==> src/rtl/exp_stop_pkg.sv <==
// Shared types for the expander stop handler.
package exp_stop_pkg;
    // Stop message kinds as carried on msg_kind
    typedef enum logic {
        KIND_DOMAIN = 1'b0,
        KIND_PORT   = 1'b1
    } stop_kind_e;
endpackage

==> src/rtl/exp_stop_err_gather.sv <==
// Upward path: merges slot and local error lines into one held stop request
// plus a two-bit record of error classes. Assumes error lines are synchronous.
module exp_stop_err_gather #(
    parameter int NUM_SLOTS = 2,
    parameter int NUM_LOCAL = 3
) (
    input  logic                 clk,
    input  logic                 rst_n,
    input  logic [NUM_SLOTS-1:0] slot_err,
    input  logic [NUM_SLOTS-1:0] slot_ecc_err,
    input  logic [NUM_LOCAL-1:0] local_err,
    input  logic                 stop_ack,
    output logic                 stop_req,
    output logic [1:0]           req_cause
);
    logic other_seen;
    logic ecc_seen;

    // Collapse the error lines into two class flags
    always_comb begin
        other_seen = (|slot_err) | (|local_err);
        ecc_seen   = |slot_ecc_err;
    end

    // Hold the request from first error until acknowledge
    always_ff @(posedge clk) begin
        if (!rst_n) begin
            stop_req  <= 1'b0;
            req_cause <= 2'b00;
        end else if (other_seen || ecc_seen) begin
            stop_req  <= 1'b1;
            req_cause <= (stop_ack ? 2'b00 : req_cause) | {ecc_seen, other_seen};
        end else if (stop_ack) begin
            stop_req  <= 1'b0;
            req_cause <= 2'b00;
        end
    end
endmodule

==> src/rtl/exp_stop_cfg.sv <==
// Configuration registers: per-slot domain ID and enable, own expander ID,
// split enable, and a clear-stop command decoded as a one-cycle pulse.
module exp_stop_cfg #(
    parameter int NUM_SLOTS = 2,
    parameter int DOM_W     = 5,
    parameter int EXP_W     = 5,
    parameter int ADDR_W    = 2,
    parameter int CFG_DW    = 6
) (
    input  logic                            clk,
    input  logic                            rst_n,
    input  logic                            cfg_we,
    input  logic [ADDR_W-1:0]               cfg_addr,
    input  logic [CFG_DW-1:0]               cfg_wdata,
    output logic [NUM_SLOTS-1:0][DOM_W-1:0] slot_dom,
    output logic [NUM_SLOTS-1:0]            slot_en,
    output logic [EXP_W-1:0]                own_exp,
    output logic                            split_en,
    output logic                            clr_pulse
);
    localparam logic [ADDR_W-1:0] CTRL_ADDR = ADDR_W'(NUM_SLOTS);
    localparam logic [ADDR_W-1:0] CLR_ADDR  = ADDR_W'(NUM_SLOTS + 1);
    localparam int                EN_BIT    = CFG_DW - 1;

    genvar s;
    generate
        for (s = 0; s < NUM_SLOTS; s++) begin : g_slot_reg
            // Per-slot domain membership register
            always_ff @(posedge clk) begin
                if (!rst_n) begin
                    slot_dom[s] <= '0;
                    slot_en[s]  <= 1'b0;
                end else if (cfg_we && cfg_addr == ADDR_W'(s)) begin
                    slot_dom[s] <= cfg_wdata[DOM_W-1:0];
                    slot_en[s]  <= cfg_wdata[EN_BIT];
                end
            end
        end
    endgenerate

    // Expander control register
    always_ff @(posedge clk) begin
        if (!rst_n) begin
            own_exp  <= '0;
            split_en <= 1'b0;
        end else if (cfg_we && cfg_addr == CTRL_ADDR) begin
            own_exp  <= cfg_wdata[EXP_W-1:0];
            split_en <= cfg_wdata[EN_BIT];
        end
    end

    // Clear-stop command decode
    always_comb clr_pulse = cfg_we && (cfg_addr == CLR_ADDR);
endmodule

==> src/rtl/exp_stop_match.sv <==
// Combinational decision of which slots pause and which halves stop for an
// incoming message, honouring domain membership and split mode.
module exp_stop_match
    import exp_stop_pkg::*;
#(
    parameter int NUM_SLOTS = 2,
    parameter int DOM_W     = 5,
    parameter int EXP_W     = 5,
    parameter int SLOT_W    = 1
) (
    input  stop_kind_e                      kind,
    input  logic [DOM_W-1:0]                msg_dom,
    input  logic [EXP_W-1:0]                msg_exp,
    input  logic [SLOT_W-1:0]               msg_slot,
    input  logic [NUM_SLOTS-1:0][DOM_W-1:0] slot_dom,
    input  logic [NUM_SLOTS-1:0]            slot_en,
    input  logic [EXP_W-1:0]                own_exp,
    input  logic                            split_en,
    output logic [NUM_SLOTS-1:0]            pause_hit,
    output logic [NUM_SLOTS-1:0]            half_hit
);
    logic exp_hit;
    logic shared_hit;

    // Whole-expander match used when the expander is not split
    always_comb begin
        exp_hit    = (msg_exp == own_exp);
        shared_hit = (kind == KIND_DOMAIN) ? (msg_dom == slot_dom[0]) : exp_hit;
    end

    genvar s;
    generate
        for (s = 0; s < NUM_SLOTS; s++) begin : g_slot_match
            logic own_hit;
            // Per-slot match and resulting half/pause decision
            always_comb begin
                own_hit = (kind == KIND_DOMAIN) ? (msg_dom == slot_dom[s])
                                                : (exp_hit && msg_slot == SLOT_W'(s));
                half_hit[s]  = split_en ? own_hit : shared_hit;
                pause_hit[s] = half_hit[s] && slot_en[s];
            end
        end
    endgenerate
endmodule

==> src/rtl/exp_stop_hold.sv <==
// Stop state: captures the first effective message and holds the pause and
// half-stop pattern until a clear-stop command.
module exp_stop_hold #(
    parameter int NUM_SLOTS = 2
) (
    input  logic                 clk,
    input  logic                 rst_n,
    input  logic                 msg_valid,
    input  logic                 clr_pulse,
    input  logic [NUM_SLOTS-1:0] pause_hit,
    input  logic [NUM_SLOTS-1:0] half_hit,
    output logic [NUM_SLOTS-1:0] slot_pause,
    output logic [NUM_SLOTS-1:0] half_stop,
    output logic                 self_halt
);
    // Capture, hold and clear the stop pattern
    always_ff @(posedge clk) begin
        if (!rst_n || clr_pulse) begin
            slot_pause <= '0;
            half_stop  <= '0;
            self_halt  <= 1'b0;
        end else if (msg_valid && !self_halt && (|half_hit)) begin
            slot_pause <= pause_hit;
            half_stop  <= half_hit;
            self_halt  <= 1'b1;
        end
    end
endmodule

==> src/rtl/exp_stop_agent.sv <==
// Top of the expander stop handler: upward error concentration, register
// port, message matching and stop state. Assumes a single clock domain.
module exp_stop_agent
    import exp_stop_pkg::*;
#(
    parameter int  NUM_SLOTS = 2,
    parameter int  NUM_LOCAL = 3,
    parameter int  DOM_W     = 5,
    parameter int  EXP_W     = 5,
    localparam int SLOT_W    = (NUM_SLOTS > 1) ? $clog2(NUM_SLOTS) : 1,
    localparam int ADDR_W    = $clog2(NUM_SLOTS + 2),
    localparam int CFG_DW    = ((DOM_W > EXP_W) ? DOM_W : EXP_W) + 1
) (
    input  logic                 clk,
    input  logic                 rst_n,
    input  logic [NUM_SLOTS-1:0] slot_err,
    input  logic [NUM_SLOTS-1:0] slot_ecc_err,
    input  logic [NUM_LOCAL-1:0] local_err,
    input  logic                 stop_ack,
    output logic                 stop_req,
    output logic [1:0]           req_cause,
    input  logic                 msg_valid,
    input  logic                 msg_kind,
    input  logic [DOM_W-1:0]     msg_dom,
    input  logic [EXP_W-1:0]     msg_exp,
    input  logic [SLOT_W-1:0]    msg_slot,
    input  logic                 cfg_we,
    input  logic [ADDR_W-1:0]    cfg_addr,
    input  logic [CFG_DW-1:0]    cfg_wdata,
    output logic [NUM_SLOTS-1:0] slot_pause,
    output logic [NUM_SLOTS-1:0] half_stop,
    output logic                 self_halt
);
    logic [NUM_SLOTS-1:0][DOM_W-1:0] slot_dom;
    logic [NUM_SLOTS-1:0]            slot_en;
    logic [EXP_W-1:0]                own_exp;
    logic                            split_en;
    logic                            clr_pulse;
    logic [NUM_SLOTS-1:0]            pause_hit;
    logic [NUM_SLOTS-1:0]            half_hit;
    stop_kind_e                      kind;

    // Map the raw kind bit onto the package type
    always_comb kind = stop_kind_e'(msg_kind);

    exp_stop_err_gather #(
        .NUM_SLOTS(NUM_SLOTS), .NUM_LOCAL(NUM_LOCAL)
    ) u_gather (
        .clk(clk), .rst_n(rst_n), .slot_err(slot_err), .slot_ecc_err(slot_ecc_err),
        .local_err(local_err), .stop_ack(stop_ack), .stop_req(stop_req),
        .req_cause(req_cause)
    );

    exp_stop_cfg #(
        .NUM_SLOTS(NUM_SLOTS), .DOM_W(DOM_W), .EXP_W(EXP_W),
        .ADDR_W(ADDR_W), .CFG_DW(CFG_DW)
    ) u_cfg (
        .clk(clk), .rst_n(rst_n), .cfg_we(cfg_we), .cfg_addr(cfg_addr),
        .cfg_wdata(cfg_wdata), .slot_dom(slot_dom), .slot_en(slot_en),
        .own_exp(own_exp), .split_en(split_en), .clr_pulse(clr_pulse)
    );

    exp_stop_match #(
        .NUM_SLOTS(NUM_SLOTS), .DOM_W(DOM_W), .EXP_W(EXP_W), .SLOT_W(SLOT_W)
    ) u_match (
        .kind(kind), .msg_dom(msg_dom), .msg_exp(msg_exp), .msg_slot(msg_slot),
        .slot_dom(slot_dom), .slot_en(slot_en), .own_exp(own_exp),
        .split_en(split_en), .pause_hit(pause_hit), .half_hit(half_hit)
    );

    exp_stop_hold #(
        .NUM_SLOTS(NUM_SLOTS)
    ) u_hold (
        .clk(clk), .rst_n(rst_n), .msg_valid(msg_valid), .clr_pulse(clr_pulse),
        .pause_hit(pause_hit), .half_hit(half_hit), .slot_pause(slot_pause),
        .half_stop(half_stop), .self_halt(self_halt)
    );
endmodule

==> config.mk <==
export PLATFORM = sky130hd
export DESIGN_NAME = exp_stop_agent
export DESIGN_NICKNAME = d
export VERILOG_FILES = /design/src/rtl/exp_stop_pkg.sv /design/src/rtl/exp_stop_err_gather.sv /design/src/rtl/exp_stop_cfg.sv /design/src/rtl/exp_stop_match.sv /design/src/rtl/exp_stop_hold.sv /design/src/rtl/exp_stop_agent.sv
export SDC_FILE = /design/constraint.sdc
export NUM_CORES = 1
export LEC_CHECK = 0
export ABC_CLOCK_PERIOD_IN_PS = 1600
export CORE_MARGIN = 5
export CORE_UTILIZATION = 29
export CTS_CLUSTER_SIZE = 28
export DETAILED_ROUTE_END_ITERATION = 7
export PLACE_DENSITY_LB_ADDON = 0.08
export SYNTH_ARGS = -nofsm -noshare
export SYNTH_HDL_FRONTEND = slang
export SYNTH_SLANG_ARGS = --single-unit
==> constraint.sdc <==
create_clock -name clk -period 1.6 [get_ports clk]
set_input_delay 0.48 -clock clk [delete_from_list [all_inputs] [get_ports clk]]
set_output_delay 0.48 -clock clk [all_outputs]
set_load 0.01 [all_outputs]
# Yosys cells after proc, flatten, opt, wreduce, memory -nomap -nowiden
# Index checks and enable logic that the tools add are counted.
# word_totals
regBits	26
input_bits	32
elab_cells	49
# op_classes
n_eq_ne	6
muxes	9
n_bitwise	3
n_reduce_logical	20
# ops
operator	n
5-bit equality test	3
1-bit logical AND	10
1-bit 2-to-1 mux	7
2-bit OR reduction	3
2-bit equality test, second input constant	2
2-bit 2-to-1 mux	2
3-bit OR reduction	1
2-bit by 1-bit equality test with 1-bit output, second input constant	1
1-bit logical NOT	2
2-bit logical NOT	1
1-bit logical OR	2
2-bit OR	1
2-bit nonzero test	1
1-bit inverter	1
1-bit OR	1

# Logic depth before layout (Yosys ltp)
# Gate-level depths: netlist of the first run.
# logic_depth
depth_word	6
ltp_mapped	6
mapped_depth_nobuf	6

# Modules after synthesis
# A second synthesis of the first run with hierarchy kept.
# unflattened
cells_unflattened	132
hier_area_um2	1276.2
# modules_own_cells
module	instances	cells_each	area_each_um2
exp_stop_cfg	1	66	689.4
exp_stop_match	1	33	250.2
exp_stop_hold	1	22	211.5
exp_stop_err_gather	1	11	125.1

# Worst setup path after synthesis of the first run
# No wires, ideal clock.
# synth_timing
kind	in2reg
from	in msg_dom[3]
to	reg u_hold.slot_pause[1]
setup_time_ps	140
arrival_ps	1371
required_time_ps	1460
slack_ps	89
stages	6
path_buffers	0
cell_sequence	xnor2_1 -> nand4_1 -> nor4b_1 -> o41ai_2 -> nand4_1 -> o21ai_0
# synth_via
elab_chain_cells	5
# synth_rtl
item	line	rtl
from (decl)	exp_stop_agent.sv:24	input logic [DOM_W-1:0] msg_dom,
5-bit equality test (on tied branches)	exp_stop_match.sv:28, exp_stop_match.sv:37	
1-bit 2-to-1 mux (on tied branches)	exp_stop_match.sv:28, exp_stop_match.sv:37	
1-bit 2-to-1 mux	exp_stop_match.sv:39	half_hit[s] = split_en ? own_hit : shared_hit;
2-bit OR reduction	exp_stop_hold.sv:22	end else if (msg_valid && !self_halt && (|half_hit)) begin
1-bit logical AND	exp_stop_hold.sv:22	
to (signal assigned)	exp_stop_hold.sv:23	slot_pause <= pause_hit;
to (decl)	exp_stop_hold.sv:12	output logic [NUM_SLOTS-1:0] slot_pause,
# Parallel ways exist; a longest one is shown, timed or not.
# A chain may end at the register's enable or synchronous reset.

# Worst setup path in the final report of the first run
# layout_timing
from	in msg_kind
to	reg u_hold.half_stop[0]
# layout_via
elab_chain_cells	4
# layout_rtl
item	line	rtl
from (decl)	exp_stop_agent.sv:23	input logic msg_kind,
1-bit 2-to-1 mux (on tied branches)	exp_stop_match.sv:28, exp_stop_match.sv:37	
1-bit 2-to-1 mux	exp_stop_match.sv:39	
2-bit OR reduction	exp_stop_hold.sv:22	
1-bit logical AND	exp_stop_hold.sv:22	
to (signal assigned)	exp_stop_hold.sv:24	half_stop <= half_hit;
to (decl)	exp_stop_hold.sv:13	output logic [NUM_SLOTS-1:0] half_stop,
# Parallel ways exist; a longest one is shown, timed or not.

==> flow_metrics.py, run 1 <==
metrics = {
    "cts": {
        "htreeDepth": 1,
        "clk_pin_slew_ps": 90,
        "root_buffer": "clkbuf_8",
        "cts.sinks": 26,
        "cts.path.max_buffers": 2,
        "clk_latency_ps": 270,
        "postCtsHoldBufs": 0,
        "cts_tree": "done",
        "cts_buffers": 3,
    },
    "routing": {
        "dr.max_layer_used": "met4",
        "wl_met2_um": 1540,
        "route.vias.total": 1012,
        "via_per_inst": 4.58,
        "drt_iter0_drc": 23,
        "drc": 0,
        "wl_met1_um": 1300,
        "wl_per_cell_um": 13.6,
        "wl_met3_um": 138,
        "routed_wl_um": 3010,
        "drt_pass1_iterations": 2,
        "ant_nets": 0,
    },
    "timing": {
        "slew_headroom_pct": 72.4,
        "max_slew.worst_pin.slew_ps": 413,
        "fin_skew_ps": 3.46,
        "setup_tns_ps": 0,
        "setup_viol": 0,
        "period_share_pct": 94.3,
        "min_period_ps": 1510,
        "hold_viol_final": 0,
        "slew_violations": 0,
        "fmax_ghz": 0.663,
    },
    "critical_path": {
        "start_kind": "input port",
        "end_kind": "flip-flop",
        "cp.arrival_ps": 1720,
        "crit_fanout": 6,
        "critPathKind": "in2reg",
        "critPathRequiredTime_ps": 1810,
    },
    "synth": {
        "yosysSeqAreaShare_pct": 43.3,
        "syn-num-nets": 152,
        "synth.distinct_cells": 24,
        "netlist_area_um2": 1200,
        "yosys_warnings": 0,
        "syn_inst": 120,
        "synth-edff-count": 0,
        "synth_area_leaders": "dfxtp_1 (43%), mux2i_1 (15%), nor2b_1 (10%)",
        "avgSynthCellArea_um2": 10.0,
        "synth_common_cells": "dfxtp_1 (26), nor2b_1 (20), mux2i_1 (18)",
        "ys.flop_type": "dfxtp_1",
        "synth_top_area_share_pct": 43.3,
        "async_flop_share_pct": 0,
        "yosys.cell_count.top_type": "dfxtp_1",
        "ys_ff_latch": 26,
        "synth_area_leader_cell": "dfxtp_1",
    },
    "placement": {
        "io_buffers": 39,
        "place_hpwl_um": 2340,
        "routabilityCongestion": 0.799,
        "placement.cell_area_um2": 1730,
    },
    "global_route": {
        "gr-total-overflow": 0,
        "grt_max_degree": 15,
        "grt_pass1_vias": 1029,
        "track_usage_pct": 11.3,
        "grt_pass1_wl_um": 4790,
        "antenna_found_initial": 0,
    },
    "min_path": {
        "hold_class": "reg2reg",
    },
    "final_layout": {
        "seqCellArea_um2": 524,
        "drive_gt1_share_pct": 25.7,
        "finalNetCount": 204,
        "multi_input_area_um2": 776,
        "nFillCells": 384,
        "area_growth_syn_to_layout_pct": 55.4,
        "n_antenna_cell": 0,
        "fin_area_um2": 1870,
    },
    "die": {
        "io_pins": 40,
        "die-area_um2": 5530,
        "fp.dieH_um": 74.4,
        "die_x_um": 74.4,
        "core_um2": 4000,
        "initial_utilization_pct": 30.1,
        "row_count": 23,
    },
    "power_and_ir_drop": {
        "ir_drop_uv": 340,
        "power_density_nw_per_um2": 726,
        "p_leak_nw": 0.776,
    },
    "status": {
        "status": "finished clean",
    },
    "flow_run": {
        "cap_viol_max_count": 0,
    },
}
[layer usage]
layer / global-route usage (%) / vias to the layer above
met5: 0 / -
met1: 14.7 / 468
li1: - / 518
met2: 19.2 / 21
met4: 2.96 / 0
met3: 2.30 / 5
[registers in the layout, summed over array words and instances, names as in the netlist]
name	flops
u_hold.self_halt	1
u_gather.stop_req	1
u_hold.slot_pause	2
u_cfg.slot_dom	10
u_cfg.own_exp	5
u_cfg.split_en	1
u_hold.half_stop	2
u_gather.req_cause	2
u_cfg.slot_en	2
[worst max-delay path, cell delays in order]
cell	delay [ps]
dlygate4sd2_1	390
nor4b_4	100
o41ai_4	500
nand2_1	120
a21oi_2	130
[logic make-up after synthesis]
family                 Yosys count  synth area share (%)
AO/OA/AOI/OAI                   12                  7.08
XOR/XNOR                        15                  10.9
buffers and inverters            6                  1.87
flip-flops                      26                  43.3
multiplexers                    18                  15.0
AND/OR/NAND/NOR                 43                  21.9
[per-stage QoR]
stage,hold slack (ps),util (%),setup slack [ps],total power [mW],std cells
2_1_floorplan,435,-,88.8,0.792,120
3_3_place_gp,441,43.1,-561,0.930,214
3_5_place_dp,453,43.1,-574,0.935,214
4_1_cts,457,46.1,16.3,1.37,219
5_1_grt,484,46.7,-7.10,1.42,221
6_report,454,46.7,91.1,1.36,221
[power by group]
group | switching (mW) | internal, mW | leakage [nW]
Clock | 0.206 | 0.220 | 0.0288
Sequential | 0.0161 | 0.669 | 0.213
Combinational | 0.100 | 0.144 | 0.534
Total | 0.322 | 1.03 | 0.776
[placed cells by master, fill, tap and decap left out, types with 2 or more instances in the layout]
cell and instances:
dfxtp_1 23, dfxtp_2 3, buf_12 2, xnor2_2 4, a211oi_1 2, clkbuf_2 9, dlygate4sd2_1 10, clkdlybuf4s50_1 19
clkbuf_8 4, xnor2_1 9, o21ai_1 2, inv_1 4, buf_4 8, nor2b_1 20, a21boi_0 2, mux2i_1 18
nand3b_1 2, nor3_2 3, nand2_1 6, xor2_2 2, nand4_1 4
[path summary, 6_finish.rpt]
kind,startpoint,to,slack (ps),cells past startpoint
max,msg_kind,u_hold.half_stop[0]$_SDFFE_PP0P_,90,5
min,u_cfg.slot_en[1]$_SDFFE_PN0P_,u_hold.slot_pause[1]$_SDFFE_PP0P_,450,2
max reg2reg,u_cfg.slot_dom[4]$_SDFFE_PN0P_,u_hold.slot_pause[1]$_SDFFE_PP0P_,110,7
min reg2reg,u_cfg.slot_en[1]$_SDFFE_PN0P_,u_hold.slot_pause[1]$_SDFFE_PP0P_,450,2
[area by class of cell]
type                    count  share of cell area, %
repair buffers             49                   23.3
clock buffers               4                   2.95
flip-flops and latches     26                   28.1
multi-input cells          88                   41.5
inverters                   4                  0.804
well taps                  50                   3.35
[repair_timing]
action                                  CTS  global route
gates cloned                              0             0
buffers inserted                          1             2
resized for setup                        37            25
pin swaps                                16            14
endpoints found under the setup margin   13             5
hold endpoints to repair                  0             0
Power figures use the tool's default switching activity.
==> run 2, diff against run 1 <==
Settings changed: CTS_BUF_LIST set to sky130_fd_sc_hd__clkbuf_8, HOLD_SLACK_MARGIN set to 0.06.
==> results of run 2 <==
No change in the layout: final DEF, timing and power equal those of run 1.
==> run 3, diff against run 2 <==
Settings changed: SYNTH_HIERARCHICAL set to 1.
==> flow_metrics.py, run 3 <==
metrics = {
    "global_route": {
        "grt_pass1_wl_um": 5210,
        "antenna_found_initial": 0,
        "grt_pass1_vias": 1202,
        "grt_max_degree": 25,
        "gr-total-overflow": 0,
        "track_usage_pct": 10.8,
    },
    "cts": {
        "clk_pin_slew_ps": 90,
        "postCtsHoldBufs": 0,
        "cts_buffers": 3,
        "clk_latency_ps": 270,
        "cts_tree": "done",
        "cts.sinks": 26,
        "cts.path.max_buffers": 2,
        "htreeDepth": 1,
        "root_buffer": "clkbuf_8",
    },
    "routing": {
        "wl_per_cell_um": 12.6,
        "routed_wl_um": 3050,
        "via_per_inst": 4.55,
        "ant_nets": 0,
        "drc": 0,
        "route.vias.total": 1105,
        "drt_iter0_drc": 21,
        "drt_pass1_iterations": 2,
    },
    "synth": {
        "synth_area_leader_cell": "dfxtp_1",
        "yosys.cell_count.top_type": "nand2_1",
        "muxShareOfSynthArea_pct": 15.7,
        "yosysSeqAreaShare_pct": 40.8,
        "synth_top_family_by_area": "simple AND/OR/NAND/NOR gates",
        "ys_ff_latch": 26,
        "synth_top_area_share_pct": 40.8,
        "synthAdderAreaFrac_pct": 0,
        "yosys.area_share.simple_pct": 26.3,
        "async_flop_share_pct": 0,
        "avgSynthCellArea_um2": 9.67,
        "synth_common_cells": "nand2_1 (34), dfxtp_1 (26), mux2i_1 (20)",
        "synth-compound-area-share_pct": 6.18,
        "synth.distinct_cells": 26,
        "synth_area_leaders": "dfxtp_1 (41%), mux2i_1 (16%), xor2_1 (10%)",
        "netlist_area_um2": 1280,
        "syn-num-nets": 164,
        "ys.flop_type": "dfxtp_1",
        "syn_inst": 132,
        "synth-edff-count": 0,
        "synth_xor_area_share_pct": 10.3,
        "yosys_warnings": 6,
    },
    "timing": {
        "max_slew.worst_pin.slew_ps": 280,
        "whs_ps": 456,
        "hold_viol_final": 0,
        "min_period_ps": 1760,
        "period_share_pct": 110,
        "slew_violations": 0,
        "grt_setup_unrepaired": "yes",
        "slew_headroom_pct": 81.2,
        "fin_skew_ps": 1.37,
        "setup_tns_ps": -473,
        "layout_setup_ws_ps": -161,
        "setup_viol": 5,
        "fmax_ghz": 0.568,
    },
    "final_layout": {
        "regMostFlops": "u_cfg/slot_dom",
        "top_regs": "u_cfg/slot_dom: 10 flops, u_cfg/own_exp: 5 flops",
        "area_growth_syn_to_layout_pct": 50.9,
        "fin_area_um2": 1930,
        "largest_reg_flops": 10,
        "final_cell_mix": "nand2_1 (33), dfxtp_1 (24), mux2i_1 (20)",
        "nFillCells": 448,
        "n_antenna_cell": 0,
        "drive_gt1_share_pct": 26.2,
        "instances_no_fill": 243,
        "final_util_pct": 44.5,
        "finalNetCount": 224,
        "final_common_cell": "nand2_1",
    },
    "status": {
        "violations": "negative setup slack",
        "status": "finished, violations left",
    },
    "die": {
        "fp.dieH_um": 76.3,
        "core_um2": 4320,
        "initial_utilization_pct": 29.5,
        "die_x_um": 76.3,
        "row_count": 24,
        "io_pins": 40,
        "die-area_um2": 5830,
    },
    "critical_path": {
        "start_kind": "input port",
        "critPathRequiredTime_ps": 1800,
        "critPathKind": "in2reg",
        "cp.arrival_ps": 1960,
        "end_kind": "flip-flop",
        "crit_fanout": 3,
    },
    "power_and_ir_drop": {
        "report.power.total_mw": 1.38,
        "ir_drop_uv": 466,
        "p_leak_nw": 0.879,
        "power_density_nw_per_um2": 715,
    },
    "min_path": {
        "hold_class": "reg2reg",
    },
    "flow_run": {
        "cap_viol_max_count": 0,
    },
    "placement": {
        "io_buffers": 39,
        "placement.cell_area_um2": 1850,
        "routabilityCongestion": 0.769,
        "dp_cells": 235,
        "place_hpwl_um": 2470,
        "pre_cts_slack_ps": -817,
    },
}
==> run 3: cell count changes after synthesis, moves of 3 or more <==
cell      delta
o21ai_0      -3
xor2_1      +13
nand4_1      -3
a211oi_1     -3
nand2_1     +27
xnor2_1     -13
inv_1        -4
nor2b_1     -17
==> run 3: area by class of cell <==
| class | instances | area (µm²) | area share (%) |
|---|---|---|---|
| repair buffers | 57 | 514 | 26.7 |
| well taps | 52 | 65.1 | 3.38 |
| multi-input cells | 104 | 768 | 39.9 |
| clock buffers | 4 | 55.1 | 2.86 |
| flip-flops and latches | 26 | 523 | 27.2 |
==> run 3: worst max-delay path: stages <==
cell,delay [ps]
clkdlybuf4s15_2,200
xor2_1,160
nor3_1,190
a21oi_1,130
nor3_2,270
nor2_2,80
nor3b_4,250
mux2i_1,210
==> run 3: worst paths after layout <==
kind	from	to	slack, ps	cells after the start
setup / recovery	msg_dom[2]	u_hold/slot_pause[0]$_SDFFE_PP0P_	-160	8
hold / removal	u_cfg/slot_en[0]$_SDFFE_PN0P_	u_cfg/slot_en[0]$_SDFFE_PN0P_	460	2
setup reg to reg	u_cfg/slot_dom[4]$_SDFFE_PN0P_	u_hold/slot_pause[0]$_SDFFE_PP0P_	-100	7
hold reg to reg	u_cfg/slot_en[0]$_SDFFE_PN0P_	u_cfg/slot_en[0]$_SDFFE_PN0P_	460	2
==> run 3: cells by family (layout without fill, tap and decap cells) <==
group           count (synthesis)  after routing
flops                          26             26
compound gates                 10             10
simple gates                   59             59
buf+inv                         2             61
mux                            20             20
xor+xnor                       15             15
==> run 3: layer usage <==
layer  vias to the layer above  wire length, µm  track usage, %
met5                         -                0               0
met4                         0               18            2.10
met3                         2              116            3.19
met2                        18             1570            19.2
met1                       518             1350            13.0
li1                        567                -               -
==> run 3: repair_timing <==
| action | 4_1_cts | 5_1_grt |
|---|---|---|
| pin swaps | 20 | 17 |
| endpoints found under the setup margin | 14 | 6 |
| resized for setup | 38 | 8 |
| setup buffers | 3 | 2 |
==> run 3: power breakdown <==
group / internal (mW) / switching (mW) / total [mW]
Sequential: 0.671 / 0.0131 / 0.684
Clock: 0.220 / 0.202 / 0.422
Combinational: 0.157 / 0.115 / 0.271
